### config.mk
export PLATFORM = sky130hd
export DESIGN_NAME = uart_line_tx
export DESIGN_NICKNAME = d
export VERILOG_FILES = /design/src/rtl/uart_line_pkg.sv /design/src/rtl/uart_baud_gen.sv /design/src/rtl/uart_frame_shifter.sv /design/src/rtl/uart_line_tx.sv
export SDC_FILE = /design/constraint.sdc
export NUM_CORES = 1
export LEC_CHECK = 0
export BUFFER_PORTS_ARGS = -buffer_cell sky130_fd_sc_hd__buf_2
export CAP_MARGIN = 20
export CORE_MARGIN = 2
export CORE_UTILIZATION = 50
export CTS_CLUSTER_DIAMETER = 30
export DETAILED_ROUTE_END_ITERATION = 10
export PLACE_DENSITY_LB_ADDON = 0.15
export SYNTH_ARGS = -nofsm -noshare
export SYNTH_HDL_FRONTEND = slang
export SYNTH_SLANG_ARGS = --single-unit
### constraint.sdc
create_clock -name clk -period 2.7 [get_ports clk]
set_clock_uncertainty 0.1 [all_clocks]
set_input_delay 0.405 -clock clk [delete_from_list [all_inputs] [get_ports clk]]
set_output_delay 0.405 -clock clk [all_outputs]
set_load 0.02 [all_outputs]
### src/rtl/uart_line_pkg.sv
package uart_line_pkg;

   typedef enum logic [2:0] {
      TX_IDLE   = 3'd0,
      TX_START  = 3'd1,
      TX_DATA   = 3'd2,
      TX_PARITY = 3'd3,
      TX_STOP   = 3'd4
   } tx_state_t;

   // line control layout, most significant field first
   typedef struct packed {
      logic       dlab;
      logic       brk;
      logic       stick;
      logic       even;
      logic       par_en;
      logic       stop2;
      logic [1:0] wlen;
   } line_ctrl_t;

   localparam logic [2:0] OFS_DATA_LO = 3'd0;
   localparam logic [2:0] OFS_DIV_HI  = 3'd1;
   localparam logic [2:0] OFS_LINE    = 3'd3;

   // parity bit for the active word length
   function automatic logic calc_parity(input logic [7:0] d, input logic [1:0] wlen,
                                        input logic even, input logic stick);
      logic [7:0] mask;
      logic       odd_ones;
      mask     = 8'hFF >> (2'd3 - wlen);
      odd_ones = ^(d & mask);
      if (stick) return ~even;
      return even ? odd_ones : ~odd_ones;
   endfunction

endpackage

### src/rtl/uart_baud_gen.sv
module uart_baud_gen #(
   parameter int DIV_W = 16
) (
   input  logic             clk,
   input  logic             rst_n,
   input  logic [DIV_W-1:0] divisor,
   output logic             tick
);
   logic [DIV_W-1:0] cnt_q;

   assign tick = (divisor != '0) && (cnt_q == '0);

   always_ff @(posedge clk or negedge rst_n) begin
      if (!rst_n)                cnt_q <= '0;
      else if (divisor == '0)    cnt_q <= '0;
      else if (tick)             cnt_q <= divisor - 1'b1;
      else                       cnt_q <= cnt_q - 1'b1;
   end
endmodule

### src/rtl/uart_frame_shifter.sv
module uart_frame_shifter
   import uart_line_pkg::*;
#(
   parameter int OVERSAMPLE = 16
) (
   input  logic       clk,
   input  logic       rst_n,
   input  logic       tick,
   input  logic       hold_full,
   input  logic [7:0] hold_data,
   input  logic [1:0] wlen,
   input  logic       stop2,
   input  logic       par_en,
   input  logic       even,
   input  logic       stick,
   output logic       load,
   output logic       line,
   output logic       busy
);
   localparam int CNT_W = $clog2(2 * OVERSAMPLE);
   localparam logic [CNT_W-1:0] LEN_BIT  = CNT_W'(OVERSAMPLE - 1);
   localparam logic [CNT_W-1:0] LEN_HALF = CNT_W'(OVERSAMPLE + OVERSAMPLE / 2 - 1);
   localparam logic [CNT_W-1:0] LEN_TWO  = CNT_W'(2 * OVERSAMPLE - 1);

   tx_state_t        state_q;
   logic [CNT_W-1:0] left_q;
   logic [CNT_W-1:0] stop_len_q;
   logic [7:0]       sh_q;
   logic [2:0]       bits_q;
   logic             par_q;
   logic             pen_q;
   logic [CNT_W-1:0] stop_len_d;

   always_comb begin
      if (!stop2)             stop_len_d = LEN_BIT;
      else if (wlen == 2'd0)  stop_len_d = LEN_HALF;
      else                    stop_len_d = LEN_TWO;
   end

   assign load = tick && hold_full &&
                 ((state_q == TX_IDLE) || (state_q == TX_STOP && left_q == '0));
   assign busy = (state_q != TX_IDLE);

   always_comb begin
      unique case (state_q)
         TX_START:  line = 1'b0;
         TX_DATA:   line = sh_q[0];
         TX_PARITY: line = par_q;
         default:   line = 1'b1;
      endcase
   end

   always_ff @(posedge clk or negedge rst_n) begin
      if (!rst_n) begin
         state_q    <= TX_IDLE;
         left_q     <= '0;
         stop_len_q <= LEN_BIT;
         sh_q       <= '0;
         bits_q     <= '0;
         par_q      <= 1'b0;
         pen_q      <= 1'b0;
      end else if (load) begin
         state_q    <= TX_START;
         left_q     <= LEN_BIT;
         stop_len_q <= stop_len_d;
         sh_q       <= hold_data;
         bits_q     <= 3'(wlen) + 3'd4;
         par_q      <= calc_parity(hold_data, wlen, even, stick);
         pen_q      <= par_en;
      end else if (tick) begin
         if (left_q != '0) begin
            left_q <= left_q - 1'b1;
         end else begin
            unique case (state_q)
               TX_START: begin
                  state_q <= TX_DATA;
                  left_q  <= LEN_BIT;
               end
               TX_DATA: begin
                  if (bits_q == '0) begin
                     state_q <= pen_q ? TX_PARITY : TX_STOP;
                     left_q  <= pen_q ? LEN_BIT : stop_len_q;
                  end else begin
                     sh_q   <= {1'b0, sh_q[7:1]};
                     bits_q <= bits_q - 1'b1;
                     left_q <= LEN_BIT;
                  end
               end
               TX_PARITY: begin
                  state_q <= TX_STOP;
                  left_q  <= stop_len_q;
               end
               TX_STOP:  state_q <= TX_IDLE;
               default:  state_q <= TX_IDLE;
            endcase
         end
      end
   end
endmodule

### src/rtl/uart_line_tx.sv
module uart_line_tx
   import uart_line_pkg::*;
#(
   parameter int DIV_W      = 16,
   parameter int OVERSAMPLE = 16,
   parameter int ADDR_W     = 3,
   parameter bit REG_OUT    = 1'b0
) (
   input  logic              clk,
   input  logic              rst_n,
   input  logic              wr_en,
   input  logic [ADDR_W-1:0] wr_addr,
   input  logic [7:0]        wr_data,
   output logic              txd,
   output logic              thr_empty,
   output logic              tx_empty
);
   initial begin
      if (DIV_W <= 8 || DIV_W > 16) $error("DIV_W must lie in 9..16");
      if (OVERSAMPLE < 2 || (OVERSAMPLE % 2) != 0) $error("OVERSAMPLE must be even and at least 2");
      if (ADDR_W < 2) $error("ADDR_W must be at least 2");
   end

   line_ctrl_t       lcr_q;
   logic [DIV_W-1:0] div_q;
   logic [7:0]       hold_q;
   logic             hold_full_q;
   logic             dlab_on;
   logic             brk_on;
   logic             tick;
   logic             load;
   logic             line;
   logic             busy;
   logic             wr_lo;
   logic             wr_hi;
   logic             wr_line;

   assign dlab_on = lcr_q.dlab;
   assign brk_on  = lcr_q.brk;
   assign wr_lo   = wr_en && (wr_addr == ADDR_W'(OFS_DATA_LO));
   assign wr_hi   = wr_en && (wr_addr == ADDR_W'(OFS_DIV_HI));
   assign wr_line = wr_en && (wr_addr == ADDR_W'(OFS_LINE));

   always_ff @(posedge clk or negedge rst_n) begin
      if (!rst_n) begin
         lcr_q       <= '0;
         div_q       <= '0;
         hold_q      <= '0;
         hold_full_q <= 1'b0;
      end else begin
         if (wr_line) lcr_q <= line_ctrl_t'(wr_data);
         if (wr_lo && dlab_on) div_q[7:0] <= wr_data;
         if (wr_hi && dlab_on) div_q[DIV_W-1:8] <= wr_data[DIV_W-9:0];
         if (wr_lo && !dlab_on) begin
            hold_q      <= wr_data;
            hold_full_q <= 1'b1;
         end else if (load) begin
            hold_full_q <= 1'b0;
         end
      end
   end

   uart_baud_gen #(.DIV_W(DIV_W)) u_baud (
      .clk     (clk),
      .rst_n   (rst_n),
      .divisor (div_q),
      .tick    (tick)
   );

   uart_frame_shifter #(.OVERSAMPLE(OVERSAMPLE)) u_shift (
      .clk       (clk),
      .rst_n     (rst_n),
      .tick      (tick),
      .hold_full (hold_full_q),
      .hold_data (hold_q),
      .wlen      (lcr_q.wlen),
      .stop2     (lcr_q.stop2),
      .par_en    (lcr_q.par_en),
      .even      (lcr_q.even),
      .stick     (lcr_q.stick),
      .load      (load),
      .line      (line),
      .busy      (busy)
   );

   generate
      if (REG_OUT) begin : g_reg_out
         logic txd_q;
         always_ff @(posedge clk or negedge rst_n) begin
            if (!rst_n) txd_q <= 1'b1;
            else        txd_q <= brk_on ? 1'b0 : line;
         end
         assign txd = txd_q;
      end else begin : g_comb_out
         assign txd = brk_on ? 1'b0 : line;
      end
   endgenerate

   assign thr_empty = ~hold_full_q;
   assign tx_empty  = ~hold_full_q & ~busy;
endmodule

## Word-level counts from Yosys, hierarchy flattened

Cells that the tools add are included.

- Memory bits (writable): 0
- Latch bits: 0
- Output and inout bits: 3
- Logic and storage cells: 106
- Bits of input ports: 14
- ROM bits: 0
- Bits in registers: 75
- Memories: 0

- Div/mod/pow operators: 0
- $add $sub $neg: 6
- $lt $le $gt $ge: 0
- Shifts and indexed selects: 1
- Reductions and logical operators: 30
- Multiplexer cells: 35
- Equality and inequality tests: 9
- Bitwise gates (word level): 6
- $mul: 0

Operators with widths:

| cell | count |
|---|---|
| 8-bit 2-to-1 mux | 5 |
| 16-bit zero test | 2 |
| 16-bit 2-to-1 mux | 2 |
| 16-bit by 1-bit subtractor with 16-bit output (second input constant) | 2 |
| 3-bit 2-to-1 mux | 10 |
| 5-bit 2-to-1 mux | 6 |
| 16-bit nonzero test | 1 |
| 5-bit one-hot mux with 3 select lines | 1 |
| 1-bit logical AND | 10 |
| 5-bit nonzero test | 2 |
| 3-bit by 2-bit equality test with 1-bit output (second input constant) | 3 |
| 3-bit zero test | 3 |
| 3-bit one-hot mux with 3 select lines | 1 |
| 8-bit bitwise AND | 1 |
| 1-bit 2-to-1 mux | 8 |
| 8-bit XOR reduction | 1 |
| 8-bit by 2-bit right shift with 8-bit output (first input constant) | 1 |
| 3-bit by 1-bit equality test with 1-bit output (second input constant) | 2 |
| 2-bit nonzero test | 3 |
| 5-bit zero test | 1 |
| 5-bit by 1-bit subtractor with 5-bit output (second input constant) | 1 |
| 4-bit 2-to-1 mux | 1 |
| 2-bit != test (second input constant) | 2 |
| 1-bit NOT | 4 |
| other kinds (14) | 14 |

## Longest topological paths before layout

Gate-level depths: netlist (run 1).

- Word-level depth: 7
- Gate-level depth with buffers: 13
- Depth with buffers taken out: 12

## Modules after synthesis

From an unflattened synthesis (run 1), not the netlist that was laid out.

- Cell total of the unflattened synthesis: 350
- Area, all modules: 3,812.4 um^2

By module, submodules not included:

| module | times used | sequential area each (um^2) | area each (um^2) | cells each |
|---|---|---|---|---|
| uart_frame_shifter | 1 | 576.8 | 1,355.0 | 147 |
| uart_line_tx | 1 | 825.8 | 1,312.5 | 76 |
| uart_baud_gen | 1 | 400.4 | 1,144.8 | 127 |

## Worst setup path before layout (run 1)

No wires, ideal clock.

- Path kind: register to register
- Start: reg div_q[0]
- End: reg u_baud.cnt_q[14]
- Stages on the path, launching flop included: 13
- Data arrival time: 2.791 ns
- Slack: -0.277 ns
- Clock period less this slack: 2.977 ns
- Path buffers: 0
- Required time: 2.514 ns
- Setup time: 0.086 ns
- Cells stage by stage: dfrtp_1 > or4_1 > nor3_1 > and4_2 > nor2_1 > a21oi_1 > ha_1 > nor3b_1 > inv_1 > a31oi_1 > nand3_1 > o21a_1 > nor3_1

- Word-level cells in the longest chain between the ends: 4
- Elaborated cells on any way between the ends: 6
- Classes of those cells: add/sub (1); mux (2); reduce/logical (3)

Ends and longest elaborated chain:

| element | line | RTL |
|---|---|---|
| start, declared | uart_line_tx.sv:25 | `logic [DIV_W-1:0] div_q;` |
| start signal, assigned | uart_line_tx.sv:52 | `if (wr_lo && dlab_on) div_q[7:0] <= wr_data;` |
| start signal, assigned by index | uart_line_tx.sv:53 | `if (wr_hi && dlab_on) div_q[DIV_W-1:8] <= wr_data[DIV_W-9:0];` |
| parallel branches: the longest is 3 deep, another holds 16-bit by 1-bit subtractor with 16-bit output | - |  |
| 16-bit 2-to-1 mux (*) | uart_baud_gen.sv:15 | `else if (divisor == '0) cnt_q <= '0;` |
| end signal, assigned | uart_baud_gen.sv:16 | `else if (tick) cnt_q <= divisor - 1'b1;` |
| end signal, assigned | uart_baud_gen.sv:17 | `else cnt_q <= cnt_q - 1'b1;` |
| end, declared | uart_baud_gen.sv:9 | `logic [DIV_W-1:0] cnt_q;` |

Every way passes the cells marked *.
A chain may end at the register's enable or synchronous reset.

## Final worst setup path (run 1)

- Start: reg div_q[3]
- End: reg u_baud.cnt_q[12]

The elaborated chain is that of the path after synthesis.

==> impl_metrics.env, run 1 <==
export IMPL_synth_xor_area_share_pct=4.40
export IMPL_max_slew_margin_pct=62.5
export IMPL_grt_max_degree=52
export IMPL_antenna_found_initial=0
export IMPL_r2r_setup_slack_ns=-0.10
export IMPL_grt_usage_pct=21.9
export IMPL_overflow=0
export IMPL_numPortBuffers=16
export IMPL_synth_most_common_cell="dfrtp_1"
export IMPL_firstDrtPassIters=4
export IMPL_async_flop_share_pct=100
export IMPL_rows=31
export IMPL_grt_pass1_wl_mm=14.1
export IMPL_ys_top_cells_by_area="dfrtp_1, mux2_2, nand2_1"
export IMPL_synth_top_family_by_area="simple AND/OR/NAND/NOR gates"
export IMPL_drive_above_1_share_pct=35.3
export IMPL_syn_to_final_growth_pct=20.5
export IMPL_synth_common_cells="dfrtp_1, mux2_2, nand2_1"
export IMPL_die_area_um2=8090
export IMPL_nFillCells=611
export IMPL_ys_warn_count=0
export IMPL_crit_chain="or4_4 -> nor3_4 -> and4_4 -> nor2_4 -> a21oi_2 -> ha_2 -> nor3b_4 -> inv_2 -> a31oi_4 -> nand4b_1 -> xnor2_1 -> nor2_1"
export IMPL_syn_nets=362
export IMPL_wl_per_cell_um=16.6
export IMPL_critPathArrivalTime_ns=2.95
export IMPL_critical_path_max_stage_delay_ns=0.55
export IMPL_start_kind="flip-flop"
export IMPL_max_freq_mhz=357
export IMPL_critPathCaptureType="flip-flop"
export IMPL_violations="negative setup slack"
export IMPL_yosys_area_share_simple_pct=17.4
export IMPL_vdd_drop_max_uv=507
export IMPL_hold_viol=0
export IMPL_status="complete, but fails checks"
export IMPL_die_x_um=90.0
export IMPL_cts_root_buf="clkbuf_8"
export IMPL_utilization_pct=61.7
export IMPL_htreeDepth=3
export IMPL_whs_ns=0.229
export IMPL_initial_core_util_pct=51.2
export IMPL_min_period_over_period_pct=104
export IMPL_synth_cell_types=61
export IMPL_p_leak_nw=1.94
export IMPL_synth_top_area_share_pct=48.1
export IMPL_synth_compound_area_share_pct=12.6
export IMPL_grt_pass1_vias=2815
export IMPL_synth_area_leader_cell="dfrtp_1"
export IMPL_place_area_um2=4080
export IMPL_fin_area_um2=4450
export IMPL_rsz0062_at_grt="true"
export IMPL_report_final_slew_viol_count=0
export IMPL_ys_ff_latch=72
export IMPL_whs_path_depth=2
export IMPL_cts_buffers=9
export IMPL_synthCells=344
export IMPL_hpwl_mm=5.90
export IMPL_synth_area_um2=3690
export IMPL_worst_slew_pin_slew_ns=0.557
export IMPL_clock_path_buffers=2
export IMPL_fin_nets=415
export IMPL_p_total_mw=4.40
export IMPL_via_per_inst=5.71
export IMPL_finalWirelength_mm=8.31
export IMPL_p_per_area_nw_per_um2=988
export IMPL_drc=0
export IMPL_fin_crit_ns=2.80
export IMPL_avgSynthCellArea_um2=10.7
export IMPL_grtUsageMet2_pct=33.2
export IMPL_postRouteAntennaNets=0
export IMPL_instances_no_fill=501
export IMPL_critical_path_class="flip-flop to flip-flop"
export IMPL_vias=2862
export IMPL_io_pins=17
export IMPL_setup_slack_ns=-0.104
export IMPL_max_cap_violations=0
export IMPL_clk_pin_slew_worst_paths_ns=0.08
export IMPL_gp_congestion=0.857
export IMPL_use_met3_pct=3.52
export IMPL_met1_usage_pct=31.1
export IMPL_ys_flop_type="dfrtp_1"
export IMPL_chipHeight_um=90.0
export IMPL_grt_busiest_layer="met2"
export IMPL_synth_adder_area_share_pct=1.36
export IMPL_slowest_stage="or4_4"
export IMPL_reg2reg_depth=12
export IMPL_clock_latency_ns=0.35
export IMPL_ys_seq_area_share_pct=48.8
export IMPL_place_inst=474
export IMPL_cts_tree="done"
export IMPL_synth_mux_area_share_pct=12.6
export IMPL_cp_required_ns=2.84
export IMPL_path_max_fanout=3
export IMPL_finalSetupViolCount=6
export IMPL_synth_edff_count=0
export IMPL_hp_class="input pin to flip-flop"
export IMPL_drt_iter0_markers=189
export IMPL_antenna_cells=0
export IMPL_numClockSinks=72
export IMPL_core_area_um2=7210
[final cells by class]
| cell class | count | area [um2] | area share, % |
|---|---|---|---|
| flip-flops and latches | 72 | 1800 | 40.5 |
| well taps | 99 | 124 | 2.78 |
| repair buffers | 53 | 393 | 8.83 |
| clock buffers | 10 | 128 | 2.87 |
| multi-input cells | 254 | 1890 | 42.4 |
| clock inverters | 6 | 92.6 | 2.08 |
| inverters | 7 | 26.3 | 0.590 |
[per-layer routing]
metal,share of wire (%),vias to the layer above
li1,-,1359
met1,48,1414
met2,46,72
met3,3.8,17
met4,2.7,0
met5,0,-
[logic make-up (layout without fill, tap and decap cells)]
| logic type | after synthesis | count (layout) |
|---|---|---|
| adder cells (fa/ha/maj) | 4 | 4 |
| buffers and inverters | 18 | 76 |
| multiplexers | 42 | 42 |
| flip-flops | 72 | 72 |
| AND/OR/NAND/NOR | 117 | 117 |
| XOR/XNOR | 17 | 17 |
| AO/OA/AOI/OAI | 74 | 74 |
[through the flow]
| step | setup TNS, ns | setup WS, ns |
|---|---|---|
| after floorplan | -0.0676 | -0.0542 |
| after global routing | -1.32 | -0.273 |
| final | -0.463 | -0.104 |
| after CTS | -0.228 | -0.128 |
| after detailed placement | -0.463 | -0.214 |
| after global placement | -0.184 | -0.114 |
[power breakdown]
part           internal, mW  switching [mW]
logic                 0.869           0.828
registers              1.43           0.324
clock network         0.525           0.422
[path summary, 6_finish.rpt]
kind | start | endpoint
hold reg to reg | lcr_q[2]$_DFFE_PN0P_ | u_shift.stop_len_q[3]$_DFFE_PN1P_
min in group asynchronous | rst_n | u_baud.cnt_q[8]$_DFF_PN0_
setup reg to reg | div_q[3]$_DFFE_PN0P_ | u_baud.cnt_q[12]$_DFF_PN0_
setup / recovery | div_q[3]$_DFFE_PN0P_ | u_baud.cnt_q[12]$_DFF_PN0_
max in group asynchronous | rst_n | u_shift.stop_len_q[3]$_DFFE_PN1P_
hold / removal | wr_data[7] | hold_q[7]$_DFFE_PN0P_
[state kept, by name, summed over array words and instances, names as in the netlist]
register / count
div_q: 16
u_baud.cnt_q: 16
hold_q: 8
u_shift.sh_q: 8
lcr_q: 6
u_shift.left_q: 5
u_shift.bits_q: 3
u_shift.state_q: 3
u_shift.stop_len_q: 2
brk_on: 1
dlab_on: 1
hold_full_q: 1
u_shift.par_q: 1
u_shift.pen_q: 1
[repair_timing]
action                                  CTS  global route
endpoints found under the hold margin    21             0
resized for setup                         1            13
endpoints found under the setup margin    3             9
buffers inserted                          5             5
pin swaps                                 4            10
hold buffers                              1             0
[placed cells by master, fill, tap and decap left out, types with 3 or more instances in the layout]
cell	Yosys	routed
or4_4	1	3
mux2i_1	7	7
nand2b_1	4	4
nor4_1	4	4
clkbuf_8	0	9
or3_1	4	4
a21oi_1	19	17
buf_2	3	16
o21ai_1	4	4
a21o_1	4	4
nand4_1	5	5
buf_4	1	32
mux2_2	35	35
inv_1	7	6
nor3_2	1	3
nor3_1	9	6
o31ai_1	6	6
xnor2_1	11	11
xor2_1	5	5
ha_1	4	3
nand3_2	2	3
nand2_1	31	31
nor3_4	2	3
dfrtp_1	71	71
o21ai_0	16	16
or2_2	5	5
nor2_1	28	27
a31oi_1	7	6
[worst max-delay path: cells and delay by family (launching register included)]
kind            cells  cell delay (ns)
compound gates      2             0.32
flops               1             0.39
buf+inv             1             0.08
xor+xnor            1             0.17
fa+ha+maj           1             0.20
simple gates        7             1.45
Note: power is estimated with default switching activity, not from simulation.
==> inputs of run 2 (changes only) <==
--- a/config.mk
+++ b/config.mk
@@ -8,7 +8,7 @@
 export BUFFER_PORTS_ARGS = -buffer_cell sky130_fd_sc_hd__buf_2
 export CAP_MARGIN = 20
 export CORE_MARGIN = 2
-export CORE_UTILIZATION = 50
+export CORE_UTILIZATION = 55
 export CTS_CLUSTER_DIAMETER = 30
 export DETAILED_ROUTE_END_ITERATION = 10
 export PLACE_DENSITY_LB_ADDON = 0.15
==> run 2 against run 1 <==
  * Cell area shrank 2.1%
  * Non-clock buffer count grew 1
  * Sequential cell count is the same
  * Register-to-register slack gained 0.03 ns
  * The flow still finishes with violations (negative setup slack)
  * Sequential power is essentially flat
  * Die area shrank 8.7%
  * Highest routed layer unchanged
  * Clock power shrank 18%
  * Largest power group unchanged
  * Total power shrank 3.6%
==> impl_metrics.env, run 2 (synthesis results as in run 1) <==
export IMPL_nFillCells=498
export IMPL_p_total_mw=4.24
export IMPL_postRouteAntennaNets=0
export IMPL_die_area_um2=7390
export IMPL_antenna_cells=0
export IMPL_critical_path_reg2reg_startpoint="div_q[2]$_DFFE_PN0P_"
export IMPL_violations="negative setup slack"
export IMPL_cp_required_ns=2.83
export IMPL_fin_crit_ns=2.77
export IMPL_place_area_um2=4060
export IMPL_max_freq_mhz=361
export IMPL_clock_path_buffers=2
export IMPL_min_period_over_period_pct=103
export IMPL_antenna_found_initial=0
export IMPL_crit_buf_inv=1
export IMPL_clock_latency_ns=0.34
export IMPL_drive_above_1_share_pct=35.0
export IMPL_setup_tns_ns=-0.0738
export IMPL_report_final_slew_viol_count=0
export IMPL_worst_hold_path_endpoint="div_q[7]$_DFFE_PN0P_"
export IMPL_firstDrtPassIters=4
export IMPL_place_inst=452
export IMPL_hpwl_mm=5.67
export IMPL_r2r_setup_slack_ns=-0.07
export IMPL_final_cell_mix="dfrtp_1, mux2_2, buf_4, nand2_1, nor2_1"
export IMPL_drc=0
export IMPL_preCtsSetupSlack_ns=-0.171
export IMPL_largestRegisters="div_q: 16 flops, u_baud.cnt_q: 16 flops"
export IMPL_start_kind="flip-flop"
export IMPL_grt_pass1_wl_mm=13.7
export IMPL_finalSetupViolCount=1
export IMPL_syn_to_final_growth_pct=18.0
export IMPL_max_slew_margin_pct=67.5
export IMPL_core_area_um2=6420
export IMPL_r2r_end="u_baud.cnt_q[14]$_DFF_PN0_"
export IMPL_reg2reg_depth=12
export IMPL_clk_pin_slew_worst_paths_ns=0.08
export IMPL_htreeDepth=3
export IMPL_worst_slew_pin_slew_ns=0.488
export IMPL_numPortBuffers=16
export IMPL_crit_chain="or4_4 -> nor3_4 -> and4_4 -> nor2_4 -> a21oi_2 -> ha_2 -> nor3b_4 -> inv_2 -> a31oi_4 -> nand3_2 -> nor3_1 -> nor3_2"
export IMPL_setup_slack_ns=-0.0738
export IMPL_grt_pass1_vias=2794
export IMPL_p_per_area_nw_per_um2=973
export IMPL_grt_max_degree=73
export IMPL_hold_viol=0
export IMPL_finalWirelength_mm=8.12
export IMPL_via_per_inst=5.89
export IMPL_critPathCaptureType="flip-flop"
export IMPL_hp_class="input pin to flip-flop"
export IMPL_io_pins=17
export IMPL_vdd_drop_max_uv=562
export IMPL_status="complete, but fails checks"
export IMPL_fin_area_um2=4360
export IMPL_critical_path_max_stage_delay_ns=0.56
export IMPL_slowest_stage="or4_4"
export IMPL_fin_nets=416
export IMPL_path_max_fanout=3
export IMPL_critical_path_class="flip-flop to flip-flop"
export IMPL_rows=29
export IMPL_gp_congestion=0.835
export IMPL_initial_core_util_pct=57.5
export IMPL_grt_usage_pct=24.0
export IMPL_numClockSinks=72
export IMPL_whs_path_depth=2
export IMPL_chipHeight_um=86.0
export IMPL_wl_per_cell_um=16.9
export IMPL_cts_buffers=9
export IMPL_hold_start="wr_data[7]"
export IMPL_cts_tree="done"
export IMPL_instances_no_fill=480
export IMPL_vias=2827
export IMPL_final_common_cell="dfrtp_1"
export IMPL_rsz0062_at_grt="true"
export IMPL_p_leak_nw=1.93
export IMPL_overflow=0
export IMPL_max_cap_violations=0
export IMPL_critPathArrivalTime_ns=2.90
export IMPL_die_x_um=86.0
export IMPL_crit_cells=12
export IMPL_critPathTopFamily="simple AND/OR/NAND/NOR gates"
export IMPL_drt_iter0_markers=296
export IMPL_cts_root_buf="clkbuf_8"
run 2: through the flow:
stage,hold slack [ns],utilization [%]
finish,0.244,67.9
global route,0.250,67.9
CTS,0.240,67.0
detailed placement,0.354,63.2
global placement,0.349,63.2
floorplan,0.00941,-
run 2: cell type report:
type	count	area, um2	area share, %
inverters	7	26.3	0.603
repair buffers	54	393	9.02
flip-flops and latches	72	1800	41.4
clock inverters	6	42.5	0.976
well taps	77	96.3	2.21
clock buffers	10	138	3.16
multi-input cells	254	1860	42.7
run 2: worst max-delay path by stage:
stage                               from                    endpoint  slack [ns]
floorplan           div_q[0]$_DFFE_PN0P_  u_baud.cnt_q[14]$_DFF_PN0_       -0.05
global placement    div_q[3]$_DFFE_PN0P_  u_baud.cnt_q[14]$_DFF_PN0_       -0.06
detailed placement  div_q[3]$_DFFE_PN0P_  u_baud.cnt_q[14]$_DFF_PN0_       -0.17
CTS                 div_q[2]$_DFFE_PN0P_  u_baud.cnt_q[14]$_DFF_PN0_       -0.01
global route        div_q[2]$_DFFE_PN0P_  u_baud.cnt_q[14]$_DFF_PN0_       -0.18
finish              div_q[2]$_DFFE_PN0P_  u_baud.cnt_q[14]$_DFF_PN0_       -0.07
run 2: power breakdown:
| part | total, mW | internal (mW) | leakage (nW) | switching, mW |
|---|---|---|---|---|
| combinational | 1.70 | 0.887 | 0.929 | 0.811 |
| clock | 0.780 | 0.360 | 0.0887 | 0.420 |
| sequential | 1.76 | 1.43 | 0.910 | 0.330 |
| total | 4.24 | 2.68 | 1.93 | 1.56 |
run 2: metal layers:
layer,vias to the layer above,wire (um),GRT usage [%]
li1,1362,-,-
met1,1365,3780,35.5
met2,83,3730,35.8
met3,17,446,4.14
met4,0,167,8.95
met5,-,0,0
run 2: timing repair:
action                                 4_1_cts  5_1_grt
hold buffers                                 1        0
pin swaps                                    3        1
buffers inserted                             5        6
setup endpoints to repair                    3       15
gates resized for setup                      4        2
gates cloned                                 0        0
endpoints found under the hold margin       34        0
==> inputs of run 3 (changes only) <==
--- a/config.mk
+++ b/config.mk
@@ -15,3 +15,4 @@
 export SYNTH_ARGS = -nofsm -noshare
 export SYNTH_HDL_FRONTEND = slang
 export SYNTH_SLANG_ARGS = --single-unit
+export TNS_END_PERCENT = 20
==> run 3 against run 2 <==
  * The run still ends with negative setup slack left
  * Global-route usage unchanged
  * Clock power is essentially flat
  * Critical path depth is the same
  * First-iteration DRC count down 32%
  * Final cell count is 1.0% lower
  * Combinational power about the same
  * Non-clock buffer count fell by 5
  * Utilization fell by 0.45 points
  * Register-to-register slack better by 0.07 ns
  * Sequential share of layout area is 0.28 points higher
  * Largest power group unchanged
==> impl_metrics.env, run 3 (synthesis results as in run 1) <==
export IMPL_max_cap_violations=0
export IMPL_clock_latency_ns=0.34
export IMPL_clock_path_buffers=2
export IMPL_core_area_um2=6420
export IMPL_clk_pin_slew_worst_paths_ns=0.08
export IMPL_gp_congestion=0.835
export IMPL_multiInputGateArea_um2=1860
export IMPL_critPathCaptureType="flip-flop"
export IMPL_pwr_share_seq_pct=41.9
export IMPL_grt_max_degree=73
export IMPL_p_leak_nw=1.91
export IMPL_fin_nets=411
export IMPL_max_slew_margin_pct=68.2
export IMPL_htreeDepth=3
export IMPL_status="complete, but fails checks"
export IMPL_drc=0
export IMPL_p_per_area_nw_per_um2=973
export IMPL_layout_area_seq_um2=1800
export IMPL_finalSetupViolCount=1
export IMPL_hp_class="input pin to flip-flop"
export IMPL_power_switching_mw=1.55
export IMPL_hold_viol=0
export IMPL_place_area_um2=4060
export IMPL_vdd_drop_max_uv=561
export IMPL_max_freq_mhz=369
export IMPL_grt_pass1_wl_mm=13.7
export IMPL_hpwl_mm=5.67
export IMPL_numPortBuffers=16
export IMPL_whs_ns=0.238
export IMPL_grt_usage_pct=24.0
export IMPL_largestRegisters="div_q: 16 flops, u_baud.cnt_q: 16 flops"
export IMPL_final_cell_mix="dfrtp_1, mux2_2, nand2_1, buf_4, nor2_1"
export IMPL_setup_tns_ns=-0.00829
export IMPL_nFillCells=495
export IMPL_path_max_fanout=3
export IMPL_die_x_um=86.0
export IMPL_power_switching_fraction_pct=36.9
export IMPL_vias=2789
export IMPL_via_per_inst=5.87
export IMPL_overflow=0
export IMPL_final_common_cell="dfrtp_1"
export IMPL_report_final_slew_viol_count=0
export IMPL_rows=29
export IMPL_fin_area_um2=4330
export IMPL_critical_path_class="flip-flop to flip-flop"
export IMPL_cp_required_ns=2.83
export IMPL_io_pins=17
export IMPL_grt_pass1_vias=2794
export IMPL_fin_crit_ns=2.71
export IMPL_drive_above_1_share_pct=34.4
export IMPL_cts_root_buf="clkbuf_8"
export IMPL_p_clk_share_pct=18.6
export IMPL_cts_tree="done"
export IMPL_worst_slew_pin_slew_ns=0.471
export IMPL_postRouteAntennaNets=0
export IMPL_critPathArrivalTime_ns=2.84
export IMPL_chipHeight_um=86.0
export IMPL_antenna_found_initial=0
export IMPL_finalWirelength_mm=8.05
export IMPL_start_kind="flip-flop"
export IMPL_syn_to_final_growth_pct=17.2
export IMPL_initial_core_util_pct=57.5
export IMPL_numClockSinks=72
export IMPL_die_area_um2=7390
export IMPL_wl_per_cell_um=16.9
export IMPL_cts_buffers=9
export IMPL_min_period_over_period_pct=100
export IMPL_preCtsSetupSlack_ns=-0.171
export IMPL_drt_iter0_markers=202
export IMPL_rsz0062_at_grt="true"
export IMPL_violations="negative setup slack"
export IMPL_setup_slack_ns=-0.00829
export IMPL_firstDrtPassIters=4
export IMPL_antenna_cells=0
export IMPL_combPwrFrac_pct=39.6
export IMPL_p_int_mw=2.66
-- run 3: layer usage --
metal | global-route usage [%] | vias up | share of wire (%)
met4 | 8.95 | 0 | 1.9
li1 | - | 1350 | -
met2 | 35.8 | 65 | 46
met1 | 35.5 | 1357 | 48
met3 | 4.14 | 17 | 4.8
met5 | 0 | - | 0
-- run 3: path summary, 6_finish.rpt --
path | startpoint | endpoint | slack, ns | cells after the start
worst max-delay path | div_q[2]$_DFFE_PN0P_ | u_baud.cnt_q[14]$_DFF_PN0_ | -0.008 | 12
min in group asynchronous | rst_n | u_baud.cnt_q[12]$_DFF_PN0_ | 0.50 | 3
worst max register to register | div_q[2]$_DFFE_PN0P_ | u_baud.cnt_q[14]$_DFF_PN0_ | -0.008 | 12
worst min-delay path | wr_data[7] | div_q[7]$_DFFE_PN0P_ | 0.24 | 2
worst min register to register | u_shift.sh_q[5]$_DFFE_PN0P_ | u_shift.sh_q[5]$_DFFE_PN0P_ | 0.39 | 2
max in group asynchronous | rst_n | u_shift.stop_len_q[3]$_DFFE_PN1P_ | 1.64 | 3
-- run 3: timing repair --
item | in CTS | in global routing
setup buffers | 5 | 1
gates resized for setup | 4 | 4
pin swaps | 3 | 2
endpoints found under the setup margin | 3 | 15
hold endpoints to repair | 34 | 0
hold buffers | 1 | 0
-- run 3: critical path, cell delays in order (launching register included) --
cell     delay, ns
dfrtp_1       0.38
or4_4         0.55
nor3_4        0.14
and4_4        0.26
nor2_4        0.05
a21oi_2       0.11
ha_2          0.19
nor3b_4       0.21
inv_2         0.07
a31oi_4       0.18
nand3_2       0.10
nor3_1        0.20
nor3_2        0.07
-- run 3: power by group through the flow --
stage / Clock [mW] / Sequential (mW) / Combinational, mW
final: 0.781 / 1.76 / 1.67
after global routing: 0.847 / 1.81 / 1.84
after CTS: 0.795 / 1.75 / 1.64
after detailed placement: 0 / 1.77 / 1.57
after global placement: 0 / 1.76 / 1.54
after floorplan: 0 / 1.69 / 1.16
-- run 3: through the flow --
stage                     cells  util [%]  total power [mW]
final                       475      67.4              4.21
after global placement      452      63.2              3.30
after CTS                   474      67.0              4.19
after floorplan             344         -              2.85
after global routing        475      67.4              4.50
after detailed placement    452      63.2              3.33
-- run 3: final cells by class --
type	count	area share, %
flip-flops and latches	72	41.6
clock inverters	6	0.983
clock buffers	10	3.18
multi-input cells	254	43.1
repair buffers	49	8.29
inverters	7	0.607
well taps	77	2.23
